### config.mk
export PLATFORM = sky130hd
export DESIGN_NAME = store_backup_buf
export DESIGN_NICKNAME = d
export VERILOG_FILES = /design/src/rtl/sbb_pkg.sv /design/src/rtl/sbb_line_match.sv /design/src/rtl/sbb_first_pick.sv /design/src/rtl/sbb_entry_store.sv /design/src/rtl/store_backup_buf.sv
export SDC_FILE = /design/constraint.sdc
export NUM_CORES = 2
export LEC_CHECK = 0
export ABC_AREA = 1
export ABC_CLOCK_PERIOD_IN_PS = 15500
export BUFFER_PORTS_ARGS = -buffer_cell sky130_fd_sc_hd__buf_2
export CORE_MARGIN = 1
export CORE_UTILIZATION = 35
export DETAILED_ROUTE_END_ITERATION = 6
export SLEW_MARGIN = 20
export SYNTH_ARGS = -nofsm -noshare
export SYNTH_HDL_FRONTEND = slang
export SYNTH_SLANG_ARGS = --single-unit
### constraint.sdc
create_clock -name clk -period 15.5 [get_ports clk]
set_clock_uncertainty 0.1 [all_clocks]
set_input_delay 0.775 -clock clk [delete_from_list [all_inputs] [get_ports clk]]
set_output_delay 0.775 -clock clk [all_outputs]
set_load 0.05 [all_outputs]
### src/rtl/sbb_pkg.sv
package sbb_pkg;

    localparam int ADDR_W    = 32;
    localparam int DATA_W    = 32;
    localparam int LINE_LSBS = 5;

    typedef struct packed {
        logic              valid;
        logic [ADDR_W-1:0] addr;
        logic [DATA_W-1:0] data;
    } sbb_entry_t;

    // Two addresses share a cache line when they agree above the line offset.
    function automatic logic same_line(input logic [ADDR_W-1:0] a,
                                       input logic [ADDR_W-1:0] b);
        return a[ADDR_W-1:LINE_LSBS] == b[ADDR_W-1:LINE_LSBS];
    endfunction

endpackage

### src/rtl/sbb_line_match.sv
module sbb_line_match
    import sbb_pkg::*;
#(
    parameter int DEPTH = 8
) (
    input  sbb_entry_t        slots [DEPTH],
    input  logic [ADDR_W-1:0] req_addr,
    output logic [DEPTH-1:0]  match
);

    // One comparator per slot; an empty slot never matches.
    for (genvar i = 0; i < DEPTH; i++) begin : g_cmp
        assign match[i] = slots[i].valid && same_line(slots[i].addr, req_addr);
    end

endmodule

### src/rtl/sbb_first_pick.sv
module sbb_first_pick #(
    parameter int DEPTH = 8,
    localparam int IDX_W = (DEPTH > 1) ? $clog2(DEPTH) : 1
) (
    input  logic [DEPTH-1:0] req,
    output logic             hit,
    output logic [IDX_W-1:0] idx
);

    // The lowest set bit wins: slot 0 holds the oldest entry.
    always_comb begin
        hit = 1'b0;
        idx = '0;
        for (int i = DEPTH - 1; i >= 0; i--) begin
            if (req[i]) begin
                hit = 1'b1;
                idx = IDX_W'(i);
            end
        end
    end

endmodule

### src/rtl/sbb_entry_store.sv
module sbb_entry_store
    import sbb_pkg::*;
#(
    parameter int DEPTH = 8
) (
    input  logic             clk,
    input  logic             rst,
    input  logic             clear,
    input  logic [DEPTH-1:0] shift_mask,
    input  logic [DEPTH-1:0] wr_sel,
    input  sbb_entry_t       wr_entry,
    output sbb_entry_t       slots [DEPTH]
);

    // Each slot either keeps its value, takes the value from the slot above
    // (closing the gap after a removal), or takes a new record. A new record
    // lands in the first free slot after any same-cycle shift.
    for (genvar i = 0; i < DEPTH; i++) begin : g_slot
        sbb_entry_t above;
        sbb_entry_t nxt;

        if (i == DEPTH - 1) begin : g_top
            assign above = '0;
        end else begin : g_mid
            assign above = slots[i+1];
        end

        always_comb begin
            nxt = shift_mask[i] ? above : slots[i];
            if (wr_sel[i]) begin
                nxt = wr_entry;
            end
            if (clear) begin
                nxt = '0;
            end
        end

        always_ff @(posedge clk) begin
            if (rst) begin
                slots[i] <= '0;
            end else begin
                slots[i] <= nxt;
            end
        end
    end

endmodule

### src/rtl/store_backup_buf.sv
module store_backup_buf
    import sbb_pkg::*;
#(
    parameter int DEPTH = 8,
    localparam int IDX_W = (DEPTH > 1) ? $clog2(DEPTH) : 1,
    localparam int CNT_W = $clog2(DEPTH + 1)
) (
    input  logic              clk,
    input  logic              rst,
    input  logic              rec_valid,
    input  logic [ADDR_W-1:0] rec_addr,
    input  logic [DATA_W-1:0] rec_data,
    input  logic              rec_cacheable,
    input  logic              inv_valid,
    input  logic [ADDR_W-1:0] inv_addr,
    input  logic              discard,
    output logic              mem_we,
    output logic [ADDR_W-1:0] mem_addr,
    output logic [DATA_W-1:0] mem_data,
    output logic              overflow
);

    sbb_entry_t       slots [DEPTH];
    logic [DEPTH-1:0] valid_vec;
    logic [DEPTH-1:0] match;
    logic             hit;
    logic [IDX_W-1:0] hit_idx;
    logic [CNT_W-1:0] occ;
    logic [CNT_W-1:0] occ_after;
    logic             inv_do;
    logic             rec_want;
    logic             rec_take;
    logic             rec_drop;
    logic [DEPTH-1:0] shift_mask;
    logic [DEPTH-1:0] wr_sel;
    sbb_entry_t       new_entry;

    for (genvar i = 0; i < DEPTH; i++) begin : g_vld
        assign valid_vec[i] = slots[i].valid;
    end

    sbb_line_match #(.DEPTH(DEPTH)) u_match (
        .slots    (slots),
        .req_addr (inv_addr),
        .match    (match)
    );

    sbb_first_pick #(.DEPTH(DEPTH)) u_pick (
        .req (match),
        .hit (hit),
        .idx (hit_idx)
    );

    // Occupancy is the number of valid slots.
    always_comb begin
        occ = '0;
        for (int i = 0; i < DEPTH; i++) begin
            occ = occ + CNT_W'(valid_vec[i]);
        end
    end

    // Discard overrides the other requests. An invalidate removes before a
    // record appends, so free space is judged after the removal.
    assign inv_do    = inv_valid && !discard && hit;
    assign occ_after = occ - CNT_W'(inv_do);
    assign rec_want  = rec_valid && rec_cacheable && !discard;
    assign rec_take  = rec_want && (occ_after < CNT_W'(DEPTH));
    assign rec_drop  = rec_want && (occ_after == CNT_W'(DEPTH));

    for (genvar i = 0; i < DEPTH; i++) begin : g_ctl
        assign shift_mask[i] = inv_do && (IDX_W'(i) >= hit_idx);
        assign wr_sel[i]     = rec_take && (occ_after == CNT_W'(i));
    end

    assign new_entry = '{valid: 1'b1, addr: rec_addr, data: rec_data};

    sbb_entry_store #(.DEPTH(DEPTH)) u_store (
        .clk        (clk),
        .rst        (rst),
        .clear      (discard),
        .shift_mask (shift_mask),
        .wr_sel     (wr_sel),
        .wr_entry   (new_entry),
        .slots      (slots)
    );

    // Registered write-back port and overflow pulse.
    always_ff @(posedge clk) begin
        if (rst) begin
            mem_we   <= 1'b0;
            mem_addr <= '0;
            mem_data <= '0;
            overflow <= 1'b0;
        end else begin
            mem_we   <= inv_do;
            overflow <= rec_drop;
            if (inv_do) begin
                mem_addr <= slots[hit_idx].addr;
                mem_data <= slots[hit_idx].data;
            end
        end
    end

endmodule

After elaboration in Yosys (flattened, before gate mapping) --
Cells that the tools add are included.
Storage, ports and cells: register bits 586, word-level logic and storage cells 139, output and inout port bits 66
Cells by class: $add $sub $neg 8, bitwise operators 1, reduce and logical (&&, ||, !) cells 41, muxes and demuxes 35, equal/unequal tests 16, magnitude comparators 10
Operators by type and width (count):
- 65-bit 2-to-1 mux | 16
- 27-bit equality test | 8
- 65-bit binary-select mux with 3-bit select | 1
- 64-bit 2-to-1 mux | 2
- 1-bit logical AND | 30
- 3-bit 2-to-1 mux | 8
- 4-bit by 1-bit adder with 4-bit output | 4
- 4-bit by 3-bit equality test with 1-bit output, second input constant | 4
- 2-bit nonzero test | 8
- 3-bit greater-or-equal comparator, first input constant | 4
- 4-bit by 2-bit equality test with 1-bit output, second input constant | 2
- 1-bit 2-to-1 mux | 8
- 1-bit by 3-bit greater-or-equal comparator with 1-bit output, first input constant | 2
- 2-bit by 3-bit greater-or-equal comparator with 1-bit output, first input constant | 2
- 3-bit by 1-bit adder with 4-bit output | 1
- 4-bit by 1-bit equality test with 1-bit output, second input constant | 1
- 4-bit equality test, second input constant | 1
- 4-bit greater-or-equal comparator, second input constant | 1
- 4-bit logical NOT | 1
- 4-bit < comparator, second input constant | 1
- 3-bit inverter with 4-bit output | 1
- 4-bit by 1-bit subtractor with 4-bit output | 1
- 2-bit by 1-bit adder with 3-bit output | 1
- 1-bit by 1-bit adder with 2-bit output | 1
- 2 further kinds | 2

Longest topological paths before layout --
depth in word-level cells 16, mapped depth 37, mapped depth without buffers 34

By module --
A second synthesis with hierarchy kept.
Unflattened totals: cell total of the unflattened synthesis 6638, area total of the unflattened synthesis 37887.6 µm²
By module, submodules not included:
- sbb_entry_store | times used 1, cells each 3801, area each 24984.0 µm²
- store_backup_buf | times used 1, cells each 1721, area each 8488.1 µm²
- sbb_line_match | times used 1, cells each 1094, area each 4316.6 µm²
- sbb_first_pick | times used 1, cells each 22, area each 98.8 µm²

Worst setup path before layout --
No wires, ideal clock.
path type input port to flip-flop, from input inv_addr[9], to register, netlist name u_store.slots[84], data arrival time 5.434 ns, path buffers 4, stages on the path 31, data required time 15.336 ns, library setup time 0.064 ns, path slack 9.902 ns, cells stage by stage buf_4 > xnor2_1 > nand3_1 > nor2_1 > nand2_1 > nor2_1 > nand2_1 > nand2_2 > nor2_4 > nand2_4 > nand3_4 > inv_4 > ha_1 > fa_1 > fa_1 > inv_1 > ha_1 > inv_1 > fa_1 > xnor2_1 > inv_1 > nor2_1 > inv_1 > nor4_1 > buf_2 > buf_2 > buf_2 > nand2_1 > o21ai_0 > nor2_1 > nor2_1
Between the ends: word-level cells in the longest chain between the ends 16, elaborated cells between the ends (all ways) 42
Ends and longest elaborated chain:
- start: declaration | line store_backup_buf.sv:15 | input logic [ADDR_W-1:0] inv_addr,
- 27-bit equality test | line sbb_pkg.sv:16 | return a[ADDR_W-1:LINE_LSBS] == b[ADDR_W-1:LINE_LSBS];
- 1-bit logical AND | line sbb_line_match.sv:13 | assign match[i] = slots[i].valid && same_line(slots[i].addr, req_addr);
- 1-bit 2-to-1 mux (7 in a row) | line sbb_first_pick.sv:15 | if (req[i]) begin
- 1-bit 2-to-1 mux (*) | line sbb_first_pick.sv:15
- 1-bit logical AND (*) | line store_backup_buf.sv:64 | assign inv_do = inv_valid && !discard && hit;
- net inv_do | line store_backup_buf.sv:30 | logic inv_do;
- 4-bit by 1-bit subtractor with 4-bit output | line store_backup_buf.sv:65 | assign occ_after = occ - CNT_W'(inv_do);
- 4-bit < comparator | line store_backup_buf.sv:67 | assign rec_take = rec_want && (occ_after < CNT_W'(DEPTH));
- 1-bit logical AND | line store_backup_buf.sv:67
- 1-bit logical AND | line store_backup_buf.sv:72 | assign wr_sel[i] = rec_take && (occ_after == CNT_W'(i));
- 65-bit 2-to-1 mux / 2-bit nonzero test (equally long branches)
Mark *: on every way through the listed nets, which the timed path passes. The rest lies on a longest branch. A chain may end at the register's enable or synchronous reset.

Final worst setup path --
from register, netlist name u_store.slots[236], to register, netlist name u_store.slots[383]
Between the ends: word-level cells in the longest chain between the ends 13, elaborated cells between the ends (all ways) 22
Ends and longest elaborated chain (line):
- 27-bit equality test (*) | sbb_pkg.sv:16
- 1-bit logical AND (*) | sbb_line_match.sv:13
- 1-bit 2-to-1 mux (*) (5 in a row) | sbb_first_pick.sv:15
- 1-bit logical AND (*) | store_backup_buf.sv:64
- net inv_do | store_backup_buf.sv:30
- 4-bit by 1-bit subtractor with 4-bit output | store_backup_buf.sv:65
- 4-bit < comparator | store_backup_buf.sv:67
- 1-bit logical AND | store_backup_buf.sv:67
- 1-bit logical AND | store_backup_buf.sv:72
- 65-bit 2-to-1 mux / 2-bit nonzero test (equally long branches)
Marked as above.

==> results.py <==
metrics = {
    "route": {
        "drc_errors": 0,
        "dr.first_iter.drc_count": 4803,
        "wl_met2_mm": 75.8,
        "ant_nets": 0,
        "totalWireLength_mm": 178,
        "dr_wl_met3_mm": 16.8,
        "route.vias.total": 41200,
        "drt-met1-wl_mm": 75.2,
        "wire_per_inst_um": 23.5,
        "via_per_inst": 5.45,
        "top_layer_used": "met5",
        "firstDrtPassIters": 6,
    },
    "yosys": {
        "ys_warn_count": 0,
        "ys.flop_type": "dfxtp_1",
        "syn_nets": 6351,
        "ys_ff_latch": 586,
        "synth_top_area_cell": "dfxtp_1",
        "synth_area_um2": 36800,
        "syn_inst": 6240,
        "async_reset_ff_frac": 0,
        "synth-seq-area-share": 0.319,
        "syn_area_per_cell_um2": 5.89,
        "synth.distinct_cells": 50,
        "synthTopCellsByArea": "dfxtp_1, nand2_1, nor2_1",
        "synth_enable_flop_cells": 0,
        "synth_top_area_frac": 0.319,
    },
    "clock_tree": {
        "clk-insertion-delay-late_ns": 0.69,
        "cts_setup_buffers": 0,
        "cts_sinks": 586,
        "numCtsBuffers": 74,
        "cts.clk_slew.worst_paths_ns": 0.06,
        "cts_tree": "yes",
        "htree_levels": 3,
        "cts_resized": 0,
        "ctsLongestPathBuffers": 3,
        "cts-root-buf": "clkbuf_16",
        "ctsHoldBuffers": 0,
    },
    "place": {
        "io_buffers": 162,
        "place_area_um2": 37800,
        "gp_congestion": 1.10,
        "dp_hpwl_mm": 117,
    },
    "cells_and_area": {
        "design_area_um2": 40500,
        "mostFrequentLayoutCells": "nand2_1, nor2_1, o21ai_0",
        "num-nets-final": 6231,
        "layout-drive-gt1-share": 0.0874,
        "final_common_cell": "nand2_1",
        "area_delta_synth_final_pct": 10.3,
    },
    "setup_path": {
        "critPathCaptureType": "flip-flop",
        "setup.worst_path.start_class": "flip-flop",
        "cp_slowest_stage_delay_ns": 0.89,
        "slowest_stage": "xnor2_1",
        "cp_top_family": "simple AND/OR/NAND/NOR gates",
        "cp_num_buf_inv": 8,
        "cp.required_ns": 15.97,
        "critical_path_class": "flip-flop to flip-flop",
        "crit_fanout": 72,
        "timing.critical_path.arrival_ns": 9.90,
    },
    "floorplanning": {
        "die_h_um": 326,
        "coreArea_um2": 104000,
        "io_pins": 168,
        "die_w_um": 326,
        "rows": 118,
        "dieArea_um2": 106000,
        "start_util": 0.354,
    },
    "timing": {
        "period_minus_slack_ns": 9.43,
        "max-slew-margin-rel": 0.227,
        "setup_viol": 0,
        "setup-tns-final_ns": 0,
        "slew_violations": 0,
        "whs_ns": 0.361,
        "grt_setup_unrepaired": "no",
        "period_share": 0.608,
        "tightest_slew_ns": 1.15,
        "hold_viol_final": 0,
        "max_freq_mhz": 106,
    },
    "worst_hold_path": {
        "min_path_type": "input pin to flip-flop",
    },
    "outcome": {
        "status": "finished, final reports clean",
    },
    "global_routing": {
        "grt_usage": 0.326,
        "antenna_found_initial": 10,
        "grt_pass1_wl_mm": 257,
        "grt-ovfl-total": 0,
        "first_global_vias": 37300,
        "grt_max_degree": 224,
    },
    "run": {
        "max-cap-violations": 0,
    },
    "power": {
        "leakagePower_nw": 17.0,
        "power_density_nw_per_um2": 90.6,
        "peakVddDrop_mv": 0.0715,
    },
}
==> worst register-to-register path: cells and delay by family (launching register included) <==
kind          cells  cell delay [ns]
fa+ha+maj         5             1.78
xor+xnor          2             1.09
simple gates     14             3.04
buf+inv           8             2.96
flops             1             0.34
==> final cells by class <==
| cell class | instances | area (µm²) |
|---|---|---|
| well taps | 1380 | 1730 |
| inverters | 669 | 2560 |
| fillers | 11400 | 63300 |
| clock inverters | 36 | 578 |
| flip-flops and latches | 586 | 11700 |
| multi-input cells | 4574 | 20600 |
| repair buffers | 215 | 1250 |
| diodes | 2 | 5.00 |
| clock buffers | 97 | 2100 |
==> per-layer routing <==
metal / GRT usage / vias to the layer above
met5: 0 / -
met4: 0.165 / 10
met3: 0.0647 / 463
met2: 0.497 / 2162
met1: 0.436 / 19100
li1: - / 19400
==> flip-flops by register name, summed over array words and instances (netlist names) <==
| register | cells |
|---|---|
| mem_we | 1 |
| overflow | 1 |
| mem_addr | 32 |
| mem_data | 32 |
| u_store.slots | 520 |
==> cell families (layout without fill, tap and decap cells) <==
group	count (synthesis)	in the layout	synth area share
simple gates	3458	3458	0.389
buf+inv	1080	1017	0.125
compound gates	1055	1055	0.150
flops	586	586	0.319
xor+xnor	52	52	0.0128
fa+ha+maj	9	9	0.00408
other cells	0	2	0
==> per-stage QoR <==
step | worst slack, ns | utilization | std cells | power [W]
after CTS | 6.26 | 0.390 | 7556 | 0.00368
after global routing | 5.67 | 0.391 | 7557 | 0.00376
after global placement | 5.67 | 0.364 | 7423 | 0.00176
final | 6.07 | 0.391 | 7559 | 0.00367
after floorplan | 9.90 | - | 6240 | 0.00166
after detailed placement | 5.67 | 0.364 | 7423 | 0.00176
==> path summary, 6_finish.rpt <==
check	from	to	slack [ns]	depth (start not counted)
max	u_store.slots[236]$_SDFFE_PP0P_	u_store.slots[383]$_SDFFE_PP0P_	6.07	29
min	inv_valid	mem_we$_SDFF_PP0_	0.36	3
max reg2reg	u_store.slots[236]$_SDFFE_PP0P_	u_store.slots[383]$_SDFFE_PP0P_	6.07	29
min reg2reg	u_store.slots[398]$_SDFFE_PP0P_	u_store.slots[398]$_SDFFE_PP0P_	0.37	2
==> cells in the mapped netlist (20+ instances only) <==
cell type,n
nand3b_1,20
nand3_1,430
buf_2,117
xnor2_1,25
nor3_1,88
dfxtp_1,586
nand2_2,46
inv_2,21
a21oi_2,37
buf_4,24
xor2_1,25
inv_1,631
o22ai_1,59
o21ai_0,653
nand4_1,77
buf_6,26
clkbuf_1,223
a21oi_1,213
nand2_1,1727
o21ai_1,87
nor2_1,994
nor2_2,38
==> power by group <==
group / switching (W) / internal, W
combinational: 0.000174 / 0.0000475
sequential: 0.00000280 / 0.00151
clock: 0.000777 / 0.00116
total: 0.000954 / 0.00272
Power figures use the tool's default switching activity.
